<file path="config.mk">
export PLATFORM = sky130hd
export DESIGN_NAME = ref_lock_ctrl
export DESIGN_NICKNAME = d
export VERILOG_FILES = /design/src/rtl/ref_lock_pkg.sv /design/src/rtl/ref_lock_timer.sv /design/src/rtl/ref_lock_seq.sv /design/src/rtl/ref_lock_ctrl.sv
export SDC_FILE = /design/constraint.sdc
export NUM_CORES = 1
export LEC_CHECK = 0
export BUFFER_PORTS_ARGS = -buffer_cell sky130_fd_sc_hd__buf_2
export CORE_MARGIN = 5
export CORE_UTILIZATION = 35
export CTS_CLUSTER_DIAMETER = 120
export DETAILED_ROUTE_END_ITERATION = 10
export PLACE_DENSITY_LB_ADDON = 0.2
export SLEW_MARGIN = 40
export SYNTH_ARGS = -nofsm -noshare
export SYNTH_HDL_FRONTEND = slang
export SYNTH_SLANG_ARGS = --single-unit
</file>
<file path="constraint.sdc">
create_clock -name clk -period 3.8 [get_ports clk]
set_clock_uncertainty 0.1 [all_clocks]
set_input_delay 1.14 -clock clk [delete_from_list [all_inputs] [get_ports clk]]
set_output_delay 1.14 -clock clk [all_outputs]
set_load 0.005 [all_outputs]
</file>
<file path="src/rtl/ref_lock_pkg.sv">
// Package: shared state encoding for the reference lock controller.
// Assumes: the encoding is read directly by a software status register.
package ref_lock_pkg;
    typedef enum logic [2:0] {
        ST_FREE   = 3'b000,
        ST_HOLD   = 3'b001,
        ST_PRE    = 3'b010,
        ST_PRE2   = 3'b011,
        ST_LOCKED = 3'b100
    } lock_state_t;
endpackage

</file>
<file path="src/rtl/ref_lock_timer.sv">
// Module: ref_lock_timer
// Counts one-second ticks while the controller sits in pre-locked2 and
// flags the tick that completes the lock window.
// Assumes: sec_tick is a single-cycle pulse, and in_window drops no later
// than one clock after expired is raised.
module ref_lock_timer #(
    parameter int TIMEOUT_S = 100
) (
    input  logic clk,
    input  logic rst_n,
    input  logic in_window,
    input  logic sec_tick,
    output logic expired
);
    localparam int CNT_W = (TIMEOUT_S > 1) ? $clog2(TIMEOUT_S) : 1;

    logic [CNT_W-1:0] cnt_q;

    // Flag the tick that would complete the window.
    always_comb begin
        expired = in_window && sec_tick && (cnt_q == CNT_W'(TIMEOUT_S - 1));
    end

    // Tick counter, cleared whenever the controller is outside the window.
    always_ff @(posedge clk) begin
        if (!rst_n || !in_window) begin
            cnt_q <= '0;
        end else if (sec_tick && !expired) begin
            cnt_q <= cnt_q + 1'b1;
        end
    end


    cnt_bound_chk: assert property (@(posedge clk) disable iff (!rst_n)
        32'(cnt_q) < TIMEOUT_S);
endmodule

</file>
<file path="src/rtl/ref_lock_seq.sv">
// Module: ref_lock_seq
// Next-state logic and state register of the lock controller, plus the
// registered reselect request raised when the pre-locked2 window expires.
// Assumes: the inputs are synchronous to clk, and expired comes from
// ref_lock_timer driven by this module's in_window output.
module ref_lock_seq
    import ref_lock_pkg::*;
(
    input  logic        clk,
    input  logic        rst_n,
    input  logic        lock_ind,
    input  logic        ref_valid,
    input  logic        ref_alarm,
    input  logic        prio_restored,
    input  logic        revert_en,
    input  logic        expired,
    output logic        in_window,
    output lock_state_t state_q,
    output logic        reselect_q
);
    lock_state_t state_d;
    logic        timeout_hit;

    // Window flag for the timer.
    always_comb begin
        in_window = (state_q == ST_PRE2);
    end

    // Next-state selection with alarm > lock > timeout priority.
    always_comb begin
        state_d     = state_q;
        timeout_hit = 1'b0;
        case (state_q)
            ST_FREE: begin
                if (ref_valid) state_d = ST_PRE;
            end
            ST_PRE: begin
                if (ref_alarm)     state_d = ST_FREE;
                else if (lock_ind) state_d = ST_LOCKED;
            end
            ST_LOCKED: begin
                if (ref_alarm)                       state_d = ST_HOLD;
                else if (revert_en && prio_restored) state_d = ST_PRE2;
            end
            ST_HOLD: begin
                if (ref_valid && !ref_alarm) state_d = ST_PRE2;
            end
            ST_PRE2: begin
                if (ref_alarm)     state_d = ST_HOLD;
                else if (lock_ind) state_d = ST_LOCKED;
                else if (expired) begin
                    state_d     = ST_HOLD;
                    timeout_hit = 1'b1;
                end
            end
            default: state_d = ST_FREE;
        endcase
    end

    // State and request registers.
    always_ff @(posedge clk) begin
        if (!rst_n) begin
            state_q    <= ST_FREE;
            reselect_q <= 1'b0;
        end else begin
            state_q    <= state_d;
            reselect_q <= timeout_hit;
        end
    end


    legal_code_chk: assert property (@(posedge clk) disable iff (!rst_n)
        state_q inside {ST_FREE, ST_HOLD, ST_PRE, ST_PRE2, ST_LOCKED});


    locked_alarm_chk: assert property (@(posedge clk) disable iff (!rst_n)
        (state_q == ST_LOCKED && ref_alarm) |=> (state_q == ST_HOLD));


    free_exit_chk: assert property (@(posedge clk) disable iff (!rst_n)
        (state_q == ST_FREE) |=> (state_q == ST_FREE || state_q == ST_PRE));


    reselect_origin_chk: assert property (@(posedge clk) disable iff (!rst_n)
        reselect_q |-> (state_q == ST_HOLD && $past(state_q) == ST_PRE2));


    reselect_pulse_chk: assert property (@(posedge clk) disable iff (!rst_n)
        reselect_q |=> !reselect_q);
endmodule

</file>
<file path="src/rtl/ref_lock_ctrl.sv">
// Module: ref_lock_ctrl (top)
// Reference lock state controller for a timing DPLL. Ties the state
// sequencer to the pre-locked2 timeout counter and presents the state code
// and the reselect request.
// Assumes: all inputs are synchronous to clk, and sec_tick pulses for one
// cycle per second.
module ref_lock_ctrl #(
    parameter int TIMEOUT_S = 100
) (
    input  logic       clk,
    input  logic       rst_n,
    input  logic       lock_ind,
    input  logic       ref_valid,
    input  logic       ref_alarm,
    input  logic       prio_restored,
    input  logic       revert_en,
    input  logic       sec_tick,
    output logic [2:0] state_code,
    output logic       reselect_req
);
    import ref_lock_pkg::*;

    lock_state_t st;
    logic        in_window;
    logic        expired;
    logic        resel;

    ref_lock_seq u_seq (
        .clk           (clk),
        .rst_n         (rst_n),
        .lock_ind      (lock_ind),
        .ref_valid     (ref_valid),
        .ref_alarm     (ref_alarm),
        .prio_restored (prio_restored),
        .revert_en     (revert_en),
        .expired       (expired),
        .in_window     (in_window),
        .state_q       (st),
        .reselect_q    (resel)
    );

    ref_lock_timer #(.TIMEOUT_S(TIMEOUT_S)) u_timer (
        .clk       (clk),
        .rst_n     (rst_n),
        .in_window (in_window),
        .sec_tick  (sec_tick),
        .expired   (expired)
    );

    // Output mapping.
    always_comb begin
        state_code   = st;
        reselect_req = resel;
    end
endmodule

</file>
==> impl.org <==
** GRT
- Number of antenna violations at the first check in global routing :: 0
- Via count of the first global-routing pass :: 478
- GRT Overall Usage :: just over 10%
- Entering global routing, the biggest net connects 10 pins.
- For this run the aggregate overflow at the end of global routing stands at 0.
- Wire length of the first global-routing pass :: 2.076 mm

** Logic synthesis
- Number of standard cells after synthesis :: 64
- The synthesized netlist contains 29 unique library cells.
- By area the synthesized netlist is led by dfxtp_1 (37%), nand4bb_4 (4.6%), nand2_1 (4.4%).
- Number of flops mapped to enable cells by yosys :: 0
- After synthesis the netlist holds a flip-flop and latch count of 11.
- The Yosys step of the flow raised 0 warnings.
- Most area-hungry cell type in the Yosys netlist :: dfxtp_1
- Most numerous cell in the Yosys netlist :: dfxtp_1
- Total standard cell area after synthesis :: between 500 and 600 sq um
- Of all flip-flops after synthesis, the portion carrying an async set or reset was 0%.
- For this run, the register share of the synthesized area comes to a little under two fifths.
- Syn_nets :: 73
- The commonest cells after synthesis are dfxtp_1 (11), nand2_1 (7), a21oi_1 (5), nor2_1 (5), o21ai_0 (4).
- In the synthesized netlist the dominant register cell turns out to be dfxtp_1.
- Area share of the largest cell type after synthesis :: 36.90%
- Each instance of the synthesized netlist takes up on average approximately 9.3 sq um.

** Clock network
- In this run the deepest clock path goes through 2 buffers.
- Clock tree synthesis found a total of 11 sinks.
- Gates resized during post-CTS repair numbered 0.
- Setup Buffers After CTS :: 0
- After clock tree synthesis, the clock-pin slew on the worst setup and hold paths is approximately 80 ps.
- Hold repair after CTS inserted 0 buffers.
- CTS built an H-tree with a depth of 1.
- Counting the buffers created by CTS gives 3.
- At the later pin of the worst-skew pair, clock insertion delay measures ~280 ps.
- Root Buffer Master :: clkbuf_4
- Clock tree from TritonCTS :: done

** Finish
- Cells with a size suffix above 1 make up a little over a quarter of the layout.
- The multi-input combinational cells in the finished layout cover a total of between 300 and 400 sq um.
- Register area :: 220.2 sq um
- From synthesis to final layout, the design area changed by 16.77%.
- Fill count :: around 170
- At the end of the flow, the number of nets in the layout was 88.
- Antenna cell count :: 0

** Power and ir drop
- In this run, the clock network consumes 37.0% of the power.
- Internal cell power :: roughly 0.00016 W
- Peak ir drop on the vdd network :: between 100 and 150 uV
- Net Switching :: about 0.000053 W
- Per report_power, the combinational group accounts for under 10% of the total.
- Sequential fraction of design power :: a little under three fifths
- The analysis attributes to cell leakage a power of between 0.2 and 0.25 nW.
- In this run switching power makes up between 20% and 30% of total power.
- Power density cells :: around 310 mW/mm^2

** Worst setup path
- Category of the worst setup path capture point :: primary output
- For this run, the slowest stage of the critical path takes between 400 and 500 ps.
- Critical path depth in cells :: 1
- Buf+Inv Stages, Crit Path :: 1
- Data arrival, critical path :: around 930 ps
- In this run the worst path has a maximum fanout of 8.
- For this design, the slowest cell found on the critical path is dfxtp_1.
- In this design, the largest share of critical-path delay is due to flip-flops.
- The signal on the critical path passes through buf_2.
- The critical path in this run is classified as reg2out.
- Register-to-Register Path Depth :: 4
- Nature of the critical path startpoint :: flip-flop
- Required arrival time at the worst endpoint :: roughly 2600 ps

** STA
- Setup total negative slack on the finished layout was measured at 0 ps.
- Final Hold Vio Count :: 0
- Setup-violating endpoint count in the final report :: 0
- Setup repair after global routing left no endpoint under its margin.
- Count of pins over their slew limit :: 0
- The final critical path takes up ~57% of the cycle.
- At the pin with the least slew margin, the transition time is roughly 320 ps.
- Slew margin rel. :: between 70% and 80%
- Worst hold slack :: 409.7 ps
- Subtracting the final worst setup slack from the clock period gives around 2200 ps.
- Timing would allow up to 460.0 MHz.

** Placed design
- DP Wirelength :: 878.3 microns
- Routability-driven placement finished with a final weighted congestion of about 0.73.
- Number of buffers inserted by port buffering :: 11

** Die
- Die X-Extent :: between 50 and 60 microns
- Vertical die dimension :: between 50 and 60 microns
- The core region is ~0.0017 sq mm.
- In this run the core area contains 15 standard-cell rows.
- Starting utilization of the core area :: between 30% and 40%
- I/O pins :: 12
- The die covers 0.002631 sq mm.

** Routing
- Via-to-Cell Ratio :: about 5.3
- Summed over all layers, the routed wires come to between 1 and 1.5 mm.
- Number of nets with antenna violations after detailed routing :: 0
- DRC Markers :: 0
- Detailed Route Iter0 Violations :: 8
- Dividing the detail-routed wire length by the instance count gives between 10 and 15 microns.
- DR vias :: approximately 500
- TritonRoute pass-1 iters :: 4

** Flow run
- Max-capacitance violation count :: 0

** Outcome
- The flow ran to the end, and the final reports show no timing, DRC or antenna violations.

** Worst hold path
- Worst hold path depth :: 2
- The worst hold path belongs to the class reg2reg.
==> cells by family (layout without fill, tap and decap cells) <==
family          count (synthesis)  in the layout  share of synthesized area [%]
compound gates                 15             15                          15.93
xor+xnor                        2              2                          2.936
fa+ha+maj                       1              1                          2.096
buf+inv                         2             16                          1.257
flops                          11             11                          36.90
mux                             2              2                          3.354
simple gates                   31             31                          37.53
==> routing by layer <==
layer	up-vias	wire length [microns]	GRT usage, %
met5	-	0	0
met4	0	25	6.550
met3	3	46	2.915
met2	8	498	15.24
met1	225	549	13.27
li1	267	-	-
==> flip-flops by register name (all words and copies together) (netlist names) <==
signal and flops:
u_seq.reselect_q 1, u_seq.state_q 3, u_timer.cnt_q 7
==> per-stage QoR <==
stage / util [%] / area (sq um) / std cells / total power (W) / setup slack (ps)
2_1_floorplan: - / 596.8 / 64 / 0.0001305 / 1685
3_3_place_gp: 40.07 / 669.4 / 91 / 0.0001396 / 1513
6_report: 41.72 / 696.9 / 95 / 0.0002178 / 1626
3_5_place_dp: 40.07 / 669.4 / 91 / 0.0001398 / 1493
5_1_grt: 41.72 / 696.9 / 95 / 0.0002327 / 1558
4_1_cts: 41.72 / 696.9 / 95 / 0.0002226 / 1628
==> placed cells by master, fill, tap and decap left out, types with 2 or more instances in the layout <==
master,netlist,routed
a21oi_1,5,5
or3_1,2,2
o21ai_0,4,4
buf_2,0,11
nand3b_1,3,3
mux2i_1,2,2
xor2_1,2,2
nor2_1,5,5
nand4_1,3,3
clkbuf_4,0,3
nor2b_1,2,2
nand2_1,7,7
dfxtp_1,11,11
==> path summary, 6_finish.rpt <==
kind,start,endpoint,slack [ps]
hold reg to reg,u_timer.cnt_q[0],u_timer.cnt_q[0],410
setup / recovery,u_seq.state_q[1],state_code[1],1630
setup reg to reg,u_timer.cnt_q[0],u_seq.reselect_q,2150
hold / removal,u_timer.cnt_q[0],u_timer.cnt_q[0],410
==> cell type report <==
class | instances | area share (%)
inverter | 1 | 0.5386
clock buffer | 3 | 3.232
sequential | 11 | 31.60
clock inverter | 1 | 0.7181
multi-input combinational | 51 | 52.96
timing repair buffer | 11 | 7.899
tap | 17 | 3.052
==> power by group through the flow <==
stage                     sequential [W]  clock (W)  combinational [W]
after detailed placement        0.000123          0          0.0000167
after floorplan                 0.000123          0         0.00000794
after global placement          0.000123          0          0.0000165
final                           0.000121  0.0000806          0.0000166
after CTS                       0.000120  0.0000855          0.0000167
after global routing            0.000121  0.0000925          0.0000190
Note: power is estimated with default switching activity, not from simulation.
